$ cat src/rtl/tpd_pkg.sv
package tpd_pkg;
    typedef enum logic [1:0] {
        RS_OFF  = 2'd0,
        RS_WAIT = 2'd1,
        RS_RUN  = 2'd2,
        RS_HIT  = 2'd3
    } run_state_t;

    localparam int NUM_PAT = 3;
    localparam int PAT_NOISE = 0;
    localparam int PAT_BURST = 1;
    localparam int PAT_TMARK = 2;

    function automatic int max4(input int a, input int b, input int c, input int d);
        int m;
        m = a;
        if (b > m) m = b;
        if (c > m) m = c;
        if (d > m) m = d;
        return m;
    endfunction
endpackage

$ cat src/rtl/tpd_thresh_sel.sv
module tpd_thresh_sel #(
    parameter int CNT_W   = 10,
    parameter int NZ_W65  = 92,
    parameter int NZ_R65  = 44,
    parameter int NZ_W16  = 46,
    parameter int NZ_R16  = 22,
    parameter int BK_65   = 50,
    parameter int BK_16   = 25,
    parameter int TM_W65  = 608,
    parameter int TM_R65  = 84,
    parameter int TM_W16  = 168,
    parameter int TM_R16  = 42
) (
    input  logic                                    write_mode,
    input  logic                                    dens_6250,
    input  logic                                    dens_1600,
    output logic [tpd_pkg::NUM_PAT-1:0][CNT_W-1:0]  thr,
    output logic                                    dens_ok
);
    import tpd_pkg::*;

    always_comb begin
        dens_ok = dens_6250 | dens_1600;
        if (dens_6250) begin
            thr[PAT_NOISE] = write_mode ? CNT_W'(NZ_W65) : CNT_W'(NZ_R65);
            thr[PAT_BURST] = CNT_W'(BK_65);
            thr[PAT_TMARK] = write_mode ? CNT_W'(TM_W65) : CNT_W'(TM_R65);
        end else begin
            thr[PAT_NOISE] = write_mode ? CNT_W'(NZ_W16) : CNT_W'(NZ_R16);
            thr[PAT_BURST] = CNT_W'(BK_16);
            thr[PAT_TMARK] = write_mode ? CNT_W'(TM_W16) : CNT_W'(TM_R16);
        end
    end
endmodule

$ cat src/rtl/tpd_run_fsm.sv
module tpd_run_fsm #(
    parameter int CNT_W = 10
) (
    input  logic             clk,
    input  logic             rst_n,
    input  logic             read_ok,
    input  logic             dens_ok,
    input  logic             tick,
    input  logic             flag,
    input  logic [CNT_W-1:0] thr,
    output logic             seen
);
    import tpd_pkg::*;

    run_state_t       state, nxt;
    logic [CNT_W-1:0] cnt, cnt_nxt;
    logic [CNT_W:0]   cnt_inc;
    logic             live;

    always_ff @(posedge clk) begin
        if (!rst_n) begin
            state <= RS_OFF;
            cnt   <= '0;
        end else begin
            state <= nxt;
            cnt   <= cnt_nxt;
        end
    end

    always_comb begin
        cnt_inc = {1'b0, cnt} + 1'b1;
        live    = dens_ok & flag;
        nxt     = state;
        cnt_nxt = cnt;
        if (!read_ok) begin
            nxt     = RS_OFF;
            cnt_nxt = '0;
        end else begin
            unique case (state)
                RS_OFF, RS_WAIT: begin
                    cnt_nxt = '0;
                    nxt     = RS_WAIT;
                    if (live && tick) begin
                        if (thr <= CNT_W'(1)) begin
                            nxt     = RS_HIT;
                            cnt_nxt = thr;
                        end else begin
                            nxt     = RS_RUN;
                            cnt_nxt = CNT_W'(1);
                        end
                    end
                end
                RS_RUN: begin
                    if (!live) begin
                        nxt     = RS_WAIT;
                        cnt_nxt = '0;
                    end else if (tick) begin
                        if (cnt_inc >= {1'b0, thr}) begin
                            nxt     = RS_HIT;
                            cnt_nxt = thr;
                        end else begin
                            cnt_nxt = cnt_inc[CNT_W-1:0];
                        end
                    end
                end
                RS_HIT: begin
                    nxt = RS_HIT;
                end
            endcase
        end
    end

    always_comb begin
        seen = (state == RS_HIT);
    end
endmodule

$ cat src/rtl/tape_pattern_detect.sv
module tape_pattern_detect #(
    parameter int NZ_W65 = 92,
    parameter int NZ_R65 = 44,
    parameter int NZ_W16 = 46,
    parameter int NZ_R16 = 22,
    parameter int BK_65  = 50,
    parameter int BK_16  = 25,
    parameter int TM_W65 = 608,
    parameter int TM_R65 = 84,
    parameter int TM_W16 = 168,
    parameter int TM_R16 = 42
) (
    input  logic clk,
    input  logic rst_n,
    input  logic cell_tick,
    input  logic half_tick,
    input  logic write_mode,
    input  logic dens_6250,
    input  logic dens_1600,
    input  logic read_ok,
    input  logic noise_flag,
    input  logic burst_flag,
    input  logic tmark_flag,
    output logic noise_seen,
    output logic burst_seen,
    output logic tmark_seen
);
    import tpd_pkg::*;

    localparam int MAX_NZ  = max4(NZ_W65, NZ_R65, NZ_W16, NZ_R16);
    localparam int MAX_TM  = max4(TM_W65, TM_R65, TM_W16, TM_R16);
    localparam int MAX_THR = max4(MAX_NZ, MAX_TM, BK_65, BK_16);
    localparam int CNT_W   = $clog2(MAX_THR + 1);

    logic [NUM_PAT-1:0][CNT_W-1:0] thr;
    logic                          dens_ok;
    logic                          tick;
    logic [NUM_PAT-1:0]            flags;
    logic [NUM_PAT-1:0]            seen;

    assign tick  = cell_tick | half_tick;
    assign flags = {tmark_flag, burst_flag, noise_flag};

    tpd_thresh_sel #(
        .CNT_W(CNT_W),
        .NZ_W65(NZ_W65), .NZ_R65(NZ_R65), .NZ_W16(NZ_W16), .NZ_R16(NZ_R16),
        .BK_65(BK_65), .BK_16(BK_16),
        .TM_W65(TM_W65), .TM_R65(TM_R65), .TM_W16(TM_W16), .TM_R16(TM_R16)
    ) u_sel (
        .write_mode (write_mode),
        .dens_6250  (dens_6250),
        .dens_1600  (dens_1600),
        .thr        (thr),
        .dens_ok    (dens_ok)
    );

    for (genvar g = 0; g < NUM_PAT; g++) begin : g_trk
        tpd_run_fsm #(.CNT_W(CNT_W)) u_trk (
            .clk     (clk),
            .rst_n   (rst_n),
            .read_ok (read_ok),
            .dens_ok (dens_ok),
            .tick    (tick),
            .flag    (flags[g]),
            .thr     (thr[g]),
            .seen    (seen[g])
        );
    end

    assign noise_seen = seen[PAT_NOISE];
    assign burst_seen = seen[PAT_BURST];
    assign tmark_seen = seen[PAT_TMARK];
endmodule

$ cat config.mk
export PLATFORM = sky130hd
export DESIGN_NAME = tape_pattern_detect
export DESIGN_NICKNAME = d
export VERILOG_FILES = /design/src/rtl/tpd_pkg.sv /design/src/rtl/tpd_thresh_sel.sv /design/src/rtl/tpd_run_fsm.sv /design/src/rtl/tape_pattern_detect.sv
export SDC_FILE = /design/constraint.sdc
export NUM_CORES = 1
export LEC_CHECK = 0
export BUFFER_PORTS_ARGS = -buffer_cell sky130_fd_sc_hd__buf_4
export CORE_MARGIN = 2
export CORE_UTILIZATION = 30
export DETAILED_ROUTE_END_ITERATION = 10
export HOLD_SLACK_MARGIN = 0.05
export PLACE_DENSITY = 0.51
export SETUP_SLACK_MARGIN = 0.4
export SYNTH_ARGS = -nofsm -noshare
export SYNTH_HDL_FRONTEND = slang
export SYNTH_SLANG_ARGS = --single-unit
$ cat constraint.sdc
create_clock -name clk -period 7.14 [get_ports clk]
set_input_delay 0.714 -clock clk [delete_from_list [all_inputs] [get_ports clk]]
set_output_delay 0.714 -clock clk [all_outputs]
set_load 0.01 [all_outputs]
==> results of run 1 <==
==> power breakdown <==
group	internal, mW	switching, mW	total [mW]
clock network	0.104	0.0828	0.186
registers	0.203	0.00330	0.207
logic	0.0178	0.0280	0.0457
total	0.325	0.114	0.439
==> critical path: cells and delay by family, from the launching register on <==
family / cells / cell delay, ps
compound gates: 4 / 1020
simple gates: 3 / 730
flops: 1 / 470
xor+xnor: 1 / 220
fa+ha+maj: 2 / 650
==> area by class of cell <==
cell class,instances,area (um^2)
inverter,12,45.0
sequential,36,721
fill,1000,6050
clock inverter,3,42.5
clock buffer,5,68.8
tap,111,139
multi-input combinational,279,1940
timing repair buffer,14,105
==> worst min path at each step <==
| stage | start | endpoint | slack (ps) | depth (start not counted) |
|---|---|---|---|---|
| CTS | g_trk[0].u_trk.cnt[9]$_SDFFE_PN0P_ | g_trk[0].u_trk.cnt[9]$_SDFFE_PN0P_ | 470 | 1 |
| floorplan | g_trk[0].u_trk.cnt[9]$_SDFFE_PN0P_ | g_trk[0].u_trk.cnt[9]$_SDFFE_PN0P_ | 430 | 1 |
| finish | g_trk[0].u_trk.cnt[9]$_SDFFE_PN0P_ | g_trk[0].u_trk.cnt[9]$_SDFFE_PN0P_ | 460 | 1 |
| global placement | g_trk[0].u_trk.cnt[9]$_SDFFE_PN0P_ | g_trk[0].u_trk.cnt[9]$_SDFFE_PN0P_ | 450 | 1 |
| detailed placement | g_trk[0].u_trk.cnt[9]$_SDFFE_PN0P_ | g_trk[0].u_trk.cnt[9]$_SDFFE_PN0P_ | 450 | 1 |
| global route | g_trk[0].u_trk.cnt[9]$_SDFFE_PN0P_ | g_trk[0].u_trk.cnt[9]$_SDFFE_PN0P_ | 480 | 1 |
==> state kept, by name (all words and copies together), names as in the netlist <==
signal             cells
g_trk.u_trk.state      6
g_trk.u_trk.cnt       30
==> placed cells by master, fill, tap and decap left out, drive strengths merged, types with 3 or more instances in the layout <==
cell type | synthesis | layout
a2111oi | 3 | 3
a211o | 3 | 3
a21o | 7 | 7
a21oi | 12 | 12
a31oi | 5 | 5
and2 | 8 | 8
and3 | 10 | 10
and4 | 3 | 3
buf | 5 | 14
clkbuf | 6 | 5
dfxtp | 36 | 36
ha | 26 | 26
inv | 12 | 12
mux2i | 6 | 6
nand2 | 29 | 29
nand2b | 5 | 5
nand3 | 20 | 20
nand4 | 8 | 8
nor2 | 23 | 23
nor2b | 5 | 5
nor3 | 10 | 10
o2111ai | 4 | 4
o211ai | 6 | 6
o21a | 3 | 3
o21ai | 23 | 23
or2 | 5 | 5
or3 | 6 | 6
or4 | 5 | 5
xnor2 | 12 | 12
xor2 | 7 | 7
==> metal layers <==
layer	vias to the layer above	GRT usage, %	routed length, um
met5	-	0	0
met4	0	4.00	93
met3	9	2.51	269
met2	46	25.2	3380
met1	1176	19.4	3430
li1	1280	-	-
==> kinds of logic after synthesis <==
kind of cell / after synthesis
DFF: 36
muxes: 6
and+or+nand+nor: 145
adders and majority gates: 26
buffers and inverters: 23
AOI/OAI and AO/OA: 83
xor gates and xnor gates: 19
==> metrics by stage <==
stage,power (mW),std cells
floorplan,0.241,338
global placement,0.257,452
detailed placement,0.257,452
CTS,0.445,460
global route,0.460,460
finish,0.439,460
==> impl_metrics.yaml, run 1 <==
setup_path:
  crit_top_cell: "ha_1"
  cp-end-kind: "register"
  crit_required_ps: 7310
  r2r_cells: 10
  critPathKind: "reg -> reg"
  critPathLaunch: "g_trk[2].u_trk.cnt[0]$_SDFFE_PN0P_"
  max_stage_delay_ps: 600
  cp.arrival_ps: 3370
  timing.rr.end: "g_trk[2].u_trk.cnt[5]$_SDFFE_PN0P_"
  cp_slowest_cell: "o31ai_2"
  r2r-start: "g_trk[2].u_trk.cnt[0]$_SDFFE_PN0P_"
  r2r_slack_ps: 3950
  setup.worst_path.end: "g_trk[2].u_trk.cnt[5]$_SDFFE_PN0P_"
  critPathMaxFanout: 8
  path_cells: "ha_1 > nand3_1 > xnor2_1 > ha_1 > and4_1 > o21ai_0 > a31oi_1 > o31ai_2 > a2111oi_0 > or3_1"
  cp-start-kind: "register"
yosys:
  synthMuxAreaShare_pct: 2.17
  synth.most_common_cell: "dfxtp_1"
  synthArstFlopShare_pct: 0
  synth_edf_count: 0
  synth_seq_cells: 36
  seq_area_frac_synth_pct: 26.1
  synth_flop_cell: "dfxtp_1"
  synthAdderAreaFrac_pct: 11.8
  synth_top_family_by_area: "simple AND/OR/NAND/NOR gates"
  syn_inst: 338
  syn_area_per_cell_um2: 8.18
  synth_cell_type_count: 60
  synth_area_leaders: "dfxtp_1 26%, ha_1 12%, o21ai_0 4.0%, nand2_1 3.9%, xnor2_1 3.8%"
  syn_nets: 375
  syn-cell-area_um2: 2760
  synth_top_area_cell: "dfxtp_1"
  synth_commonest_cells: "36 x dfxtp_1, 29 x nand2_1, 26 x ha_1, 22 x nor2_1, 22 x o21ai_0"
  synth_compound_area_share_pct: 21.6
  yosysTopAreaCellShare_pct: 26.1
  ys_warn_count: 0
  synth-xor-area-share_pct: 6.02
  synth-simple-area-share_pct: 28.6
die:
  num_rows: 35
  fp.dieH_um: 100
  chipWidth_um: 100
  die_area_um2: 10000
  core_um2: 9110
  start_util_pct: 30.3
  pin_count: 14
sta:
  whs_ps: 464
  setup_violations: 0
  tightest_slew_ps: 812
  slew_headroom_pct: 45.7
  fmax_mhz: 313
  setup_slack_ps: 3950
  fin_crit_sh_pct: 44.7
  skew_ps: 10.4
  rsz0062_at_grt: "no"
  slew_violations: 0
  setup-tns-final_ps: 0
  finalHoldViolCount: 0
  min_period_ps: 3190
flow_run:
  drv_cap: 0
power:
  power.density_nw_per_um2: 143
  leakagePower_nw: 1.26
  max-vdd-ir-drop_mv: 0.0663
clocking:
  postCtsHoldBufs: 0
  cts_tree: "built"
  cts_resized: 0
  clk_latency_ps: 290
  clockBufferDepth: 2
  root_buffer: "clkbuf_8"
  numCtsBuffers: 5
  post_cts_buffers: 0
  cts_max_level: 2
  path_clk_slew_ps: 90
  cts.sinks: 36
routing:
  ant_nets: 0
  vias_per_cell: 5.46
  wl_per_cell_um: 15.6
  vias: 2511
  routed_wl_um: 7170
  first_pass_iters: 4
  detail_route.iter0.violations: 82
  drcViolationCount: 0
outcome:
  status: "finished, final reports clean"
layout:
  num_antenna_cells: 0
  design_area_um2: 3060
  nets: 385
  final_core_util_pct: 33.6
  area_growth_pct: 10.7
  drive_gt1_share_pct: 10.9
placement:
  numPortBuffers: 13
  place_area_um2: 2950
  gp_congestion: 0.834
  dp_hpwl_um: 5110
  dp_slack_ps: 3720
grt:
  grt.overflow.total: 0
  antenna_found_initial: 0
  grt_usage_pct: 14.8
  grt_pass1_wl_um: 12000
  grt_max_degree: 21
  grt_pass1_vias: 2471
worst_hold_path:
  min_path_type: "reg -> reg"
Note: power is estimated with default switching activity, not from simulation.
==> run 2, diff against run 1 <==
PLACE_DENSITY = 0.52   (was 0.51)
clock period = 2.65 ns   (was 7.14 ns; I/O delays follow)
==> impl_metrics.yaml, run 2 (same netlist as run 1, synthesis figures left out) <==
outcome:
  status: "finished with violations"
  violations: "setup timing"
clocking:
  clockBufferDepth: 2
  clk_latency_ps: 310
  path_clk_slew_ps: 90
  cts.sinks: 36
  root_buffer: "clkbuf_8"
  cts_tree: "built"
  numCtsBuffers: 5
  cts_max_level: 2
sta:
  slew_headroom_pct: 53.9
  finalHoldViolCount: 0
  setup_violations: 4
  setup-tns-final_ps: -115
  fmax_mhz: 367
  fin_crit_sh_pct: 103
  skew_ps: 17.0
  tightest_slew_ps: 689
  slew_violations: 0
  rsz0062_at_grt: "yes"
  min_period_ps: 2730
  setup_slack_ps: -78.1
routing:
  wl_per_cell_um: 16.2
  ant_nets: 0
  vias_per_cell: 5.50
  first_pass_iters: 4
  detail_route.iter0.violations: 125
  routed_wl_um: 8080
  vias: 2738
  drcViolationCount: 0
layout:
  fill_cells: 922
  reg_top3: "g_trk.u_trk.cnt (30), g_trk.u_trk.state (6)"
  design_area_um2: 3660
  final_common_cell: "buf_4"
  area_growth_pct: 32.5
  nets: 423
  largest_register_ffs: 30
  top_register: "g_trk.u_trk.cnt"
  drive_gt1_share_pct: 31.8
  mostFrequentLayoutCells: "44 x buf_4, 28 x nand2_1, 22 x nor2_1, 22 x dfxtp_1, 20 x ha_1"
  layout.cells.non_filler: 498
  num_antenna_cells: 0
die:
  chipWidth_um: 100
  core_um2: 9110
  die_area_um2: 10000
  start_util_pct: 30.3
  pin_count: 14
  num_rows: 35
  fp.dieH_um: 100
setup_path:
  r2r_slack_ps: -80
  cp_slowest_cell: "dfxtp_4"
  crit_required_ps: 2840
  critPathKind: "reg -> reg"
  cp-end-kind: "register"
  path_cells: "and4_4 > nand4_1 > xnor2_2 > ha_1 > and4_1 > a21o_1 > buf_6 > o31ai_4 > a2111oi_0 > or3_1"
  critPathMaxFanout: 5
  cp-start-kind: "register"
  max_stage_delay_ps: 360
  cp.arrival_ps: 2920
grt:
  grt_max_degree: 13
  grt_pass1_wl_um: 12800
  grt_pass1_vias: 2616
  grt_usage_pct: 16.0
  antenna_found_initial: 0
  grt.overflow.total: 0
worst_hold_path:
  min_path_type: "in -> reg"
power:
  leakagePower_nw: 1.52
  power.density_nw_per_um2: 325
  max-vdd-ir-drop_mv: 0.158
  p_total_mw: 1.19
flow_run:
  drv_cap: 0
placement:
  dp_hpwl_um: 5620
  dp_slack_ps: -43.0
  gp_congestion: 0.877
  place_area_um2: 3180
  numPortBuffers: 13
  dp.cells: 471
run 2: power by group:
part	internal [mW]	leakage [nW]	switching [mW]	total (mW)
clock network	0.241	0.0523	0.236	0.477
registers	0.541	0.301	0.00869	0.549
logic	0.0725	1.17	0.0924	0.165
total	0.854	1.52	0.337	1.19
run 2: final cells by class:
cell class | instances | area [um^2] | area share [%]
Timing Repair Buffer | 51 | 409 | 11.2
Inverter | 12 | 48.8 | 1.33
Clock buffer | 6 | 93.8 | 2.56
Clock inverter | 2 | 12.5 | 0.342
Sequential cell | 36 | 761 | 20.8
Multi-Input combinational cell | 280 | 2200 | 60.0
Tap cell | 111 | 139 | 3.79
run 2: repair_timing:
| item | in CTS | in global routing |
|---|---|---|
| resized for setup | 29 | 29 |
| buffers inserted | 10 | 8 |
| hold endpoints to repair | 0 | 0 |
| pin swaps | 16 | 20 |
| endpoints found under the setup margin | 24 | 24 |
| cloned | 1 | 0 |
| hold buffers | 0 | 0 |
run 2: per-stage QoR:
stage,util (%),hold slack (ps)
floorplan,-,431
global placement,34.9,454
detailed placement,34.9,456
CTS,38.2,384
global route,40.2,408
finish,40.2,396
run 2: path summary, 6_finish.rpt:
| kind | startpoint | endpoint | cells after the start |
|---|---|---|---|
| worst max-delay path | g_trk[2].u_trk.cnt[4]$_SDFFE_PN0P_ | g_trk[2].u_trk.cnt[5]$_SDFFE_PN0P_ | 10 |
| worst max register to register | g_trk[2].u_trk.cnt[4]$_SDFFE_PN0P_ | g_trk[2].u_trk.cnt[5]$_SDFFE_PN0P_ | 10 |
| worst min register to register | g_trk[0].u_trk.cnt[6]$_SDFFE_PN0P_ | g_trk[0].u_trk.cnt[6]$_SDFFE_PN0P_ | 2 |
| worst min-delay path | burst_flag | g_trk[1].u_trk.state[1]$_SDFFE_PN0P_ | 4 |
run 2: worst max-delay path, delay by kind of cell (launching register included):
family	cells	cell delay, ps
AOI/OAI and AO/OA	3	720
xor gates and xnor gates	1	190
adders and majority gates	1	290
buffers and inverters	1	120
DFF	1	360
and+or+nand+nor	4	910
run 2: metal layers:
metal	part of all wire [%]	vias up	global-route usage, %
met1	45	1329	20.0
met5	0	-	0
met3	3.0	10	3.13
met4	1.5	0	4.64
met2	51	43	28.1
li1	-	1356	-
==> run 3, diff against run 2 <==
BUFFER_PORTS_ARGS = -buffer_cell sky130_fd_sc_hd__buf_2   (was -buffer_cell sky130_fd_sc_hd__buf_4)
CAP_MARGIN = 20   (was unset)
==> impl_metrics.yaml, run 3 (same netlist as run 1, synthesis figures left out) <==
die:
  start_util_pct: 30.3
  fp.dieH_um: 100
  chipWidth_um: 100
  die_area_um2: 10000
  pin_count: 14
  core_um2: 9110
  num_rows: 35
sta:
  setup_slack_ps: 7.92
  fin_crit_sh_pct: 99.7
  fmax_mhz: 378
  min_period_ps: 2640
  setup_violations: 0
  slew_headroom_pct: 52.5
  rsz0062_at_grt: "yes"
  skew_ps: 9.61
  tightest_slew_ps: 710
  slew_violations: 0
  finalHoldViolCount: 0
placement:
  dp_slack_ps: -61.3
  numPortBuffers: 13
  dp_hpwl_um: 5670
  gp_congestion: 0.837
routing:
  wl_per_cell_um: 15.9
  vias_per_cell: 5.37
  drcViolationCount: 0
  routed_wl_um: 8370
  ant_nets: 0
  first_pass_iters: 5
  vias: 2823
  detail_route.iter0.violations: 145
power:
  leakagePower_nw: 1.71
  switching_power_uw: 316
  clkPwrFrac_pct: 41.3
  power.density_nw_per_um2: 308
  p_int_uw: 913
  pwr-share-seq_pct: 44.8
  max-vdd-ir-drop_mv: 0.186
  power.share.switching_pct: 25.7
  pwr-share-comb_pct: 13.9
setup_path:
  crit_required_ps: 2830
  critPathMaxFanout: 5
  critPathKind: "reg -> reg"
  cp-start-kind: "register"
  cp.arrival_ps: 2820
  cp-end-kind: "register"
clocking:
  numCtsBuffers: 5
  cts_tree: "built"
  clk_latency_ps: 300
  root_buffer: "clkbuf_8"
  path_clk_slew_ps: 70
  cts.sinks: 36
  cts_max_level: 2
  clockBufferDepth: 2
layout:
  largest_register_ffs: 30
  fill_cells: 904
  area_growth_pct: 44.5
  final_core_util_pct: 43.8
  reg_top3: "g_trk.u_trk.cnt (30), g_trk.u_trk.state (6)"
  drive_gt1_share_pct: 39.5
  nets: 451
  multi_input_area_um2: 2290
  num_antenna_cells: 0
  mostFrequentLayoutCells: "46 x buf_4, 28 x nand2_1, 23 x dfxtp_1"
  top_register: "g_trk.u_trk.cnt"
  ff_latch_area_um2: 757
  final_common_cell: "buf_4"
worst_hold_path:
  min_path_type: "in -> reg"
flow_run:
  drv_cap: 0
grt:
  grt_pass1_vias: 2823
  grt.overflow.total: 0
  grt_usage_pct: 17.1
  antenna_found_initial: 0
  grt_max_degree: 13
  grt_pass1_wl_um: 13600
outcome:
  status: "finished, final reports clean"
run 3: cell count changes in the layout (fill, tap and decap cells not counted), moves of 3 or more:
cell / before / now
nor2_1: 22 / 19
or4_1: 5 / 2
or4_4: 0 / 3
o21ai_1: 6 / 9
nor2_2: 1 / 4
buf_6: 7 / 19
buf_2: 0 / 13
run 3: cell type report:
type / count / area share (%)
multi-input combinational: 280 / 57.5
sequential: 36 / 19.0
tap: 111 / 3.48
timing repair buffer: 79 / 15.8
inverter: 12 / 1.22
clock buffer: 8 / 3.04
run 3: stage by stage:
stage          setup TNS (ps)  instances  instance area [um^2]  hold slack [ps]  power [mW]
6_report                    0        526                  3990              390        1.23
5_1_grt                  -502        526                  3990              415        1.29
4_1_cts                     0        517                  3720              375        1.23
3_5_place_dp             -184        480                  3210              451       0.709
3_3_place_gp             -259        480                  3210              455       0.708
2_1_floorplan               0        338                  2860              431       0.654
run 3: power by group through the flow:
stage | registers, mW | clock network [mW] | logic, mW
global placement | 0.568 | 0 | 0.140
global route | 0.552 | 0.552 | 0.188
finish | 0.551 | 0.508 | 0.171
detailed placement | 0.568 | 0 | 0.141
CTS | 0.551 | 0.528 | 0.154
floorplan | 0.566 | 0 | 0.0874
run 3: final timing paths:
check                                          start                              endpoint  slack (ps)  cells after the start
setup reg to reg  g_trk[2].u_trk.cnt[1]$_SDFFE_PN0P_    g_trk[2].u_trk.cnt[4]$_SDFFE_PN0P_           8                     11
setup / recovery  g_trk[2].u_trk.cnt[1]$_SDFFE_PN0P_    g_trk[2].u_trk.cnt[4]$_SDFFE_PN0P_           8                     11
hold reg to reg   g_trk[0].u_trk.cnt[7]$_SDFFE_PN0P_    g_trk[0].u_trk.cnt[7]$_SDFFE_PN0P_         480                      1
hold / removal                            burst_flag  g_trk[1].u_trk.state[1]$_SDFFE_PN0P_         390                      4
run 3: per-layer routing:
| metal | track usage (%) | wire (um) |
|---|---|---|
| met5 | 0 | 0 |
| met4 | 6.22 | 161 |
| met3 | 3.27 | 308 |
| met2 | 28.4 | 4030 |
| met1 | 22.2 | 3870 |
run 3: worst max-delay path: stages (launching register included):
cell      delay (ps)
dfxtp_4          380
ha_4             180
nand3_4           90
xnor2_2          180
ha_1             270
and4_1           220
o21ai_1           90
a31oi_2          140
buf_4            160
o31ai_4          370
a211oi_1         120
or3_1            330
run 3: repair_timing:
item                                    in CTS  in global routing
gates resized for setup                     38                 51
setup buffers                               28                  8
pin swaps                                   31                 34
hold buffers                                 0                  0
cloned                                       1                  1
endpoints found under the setup margin      22                 23
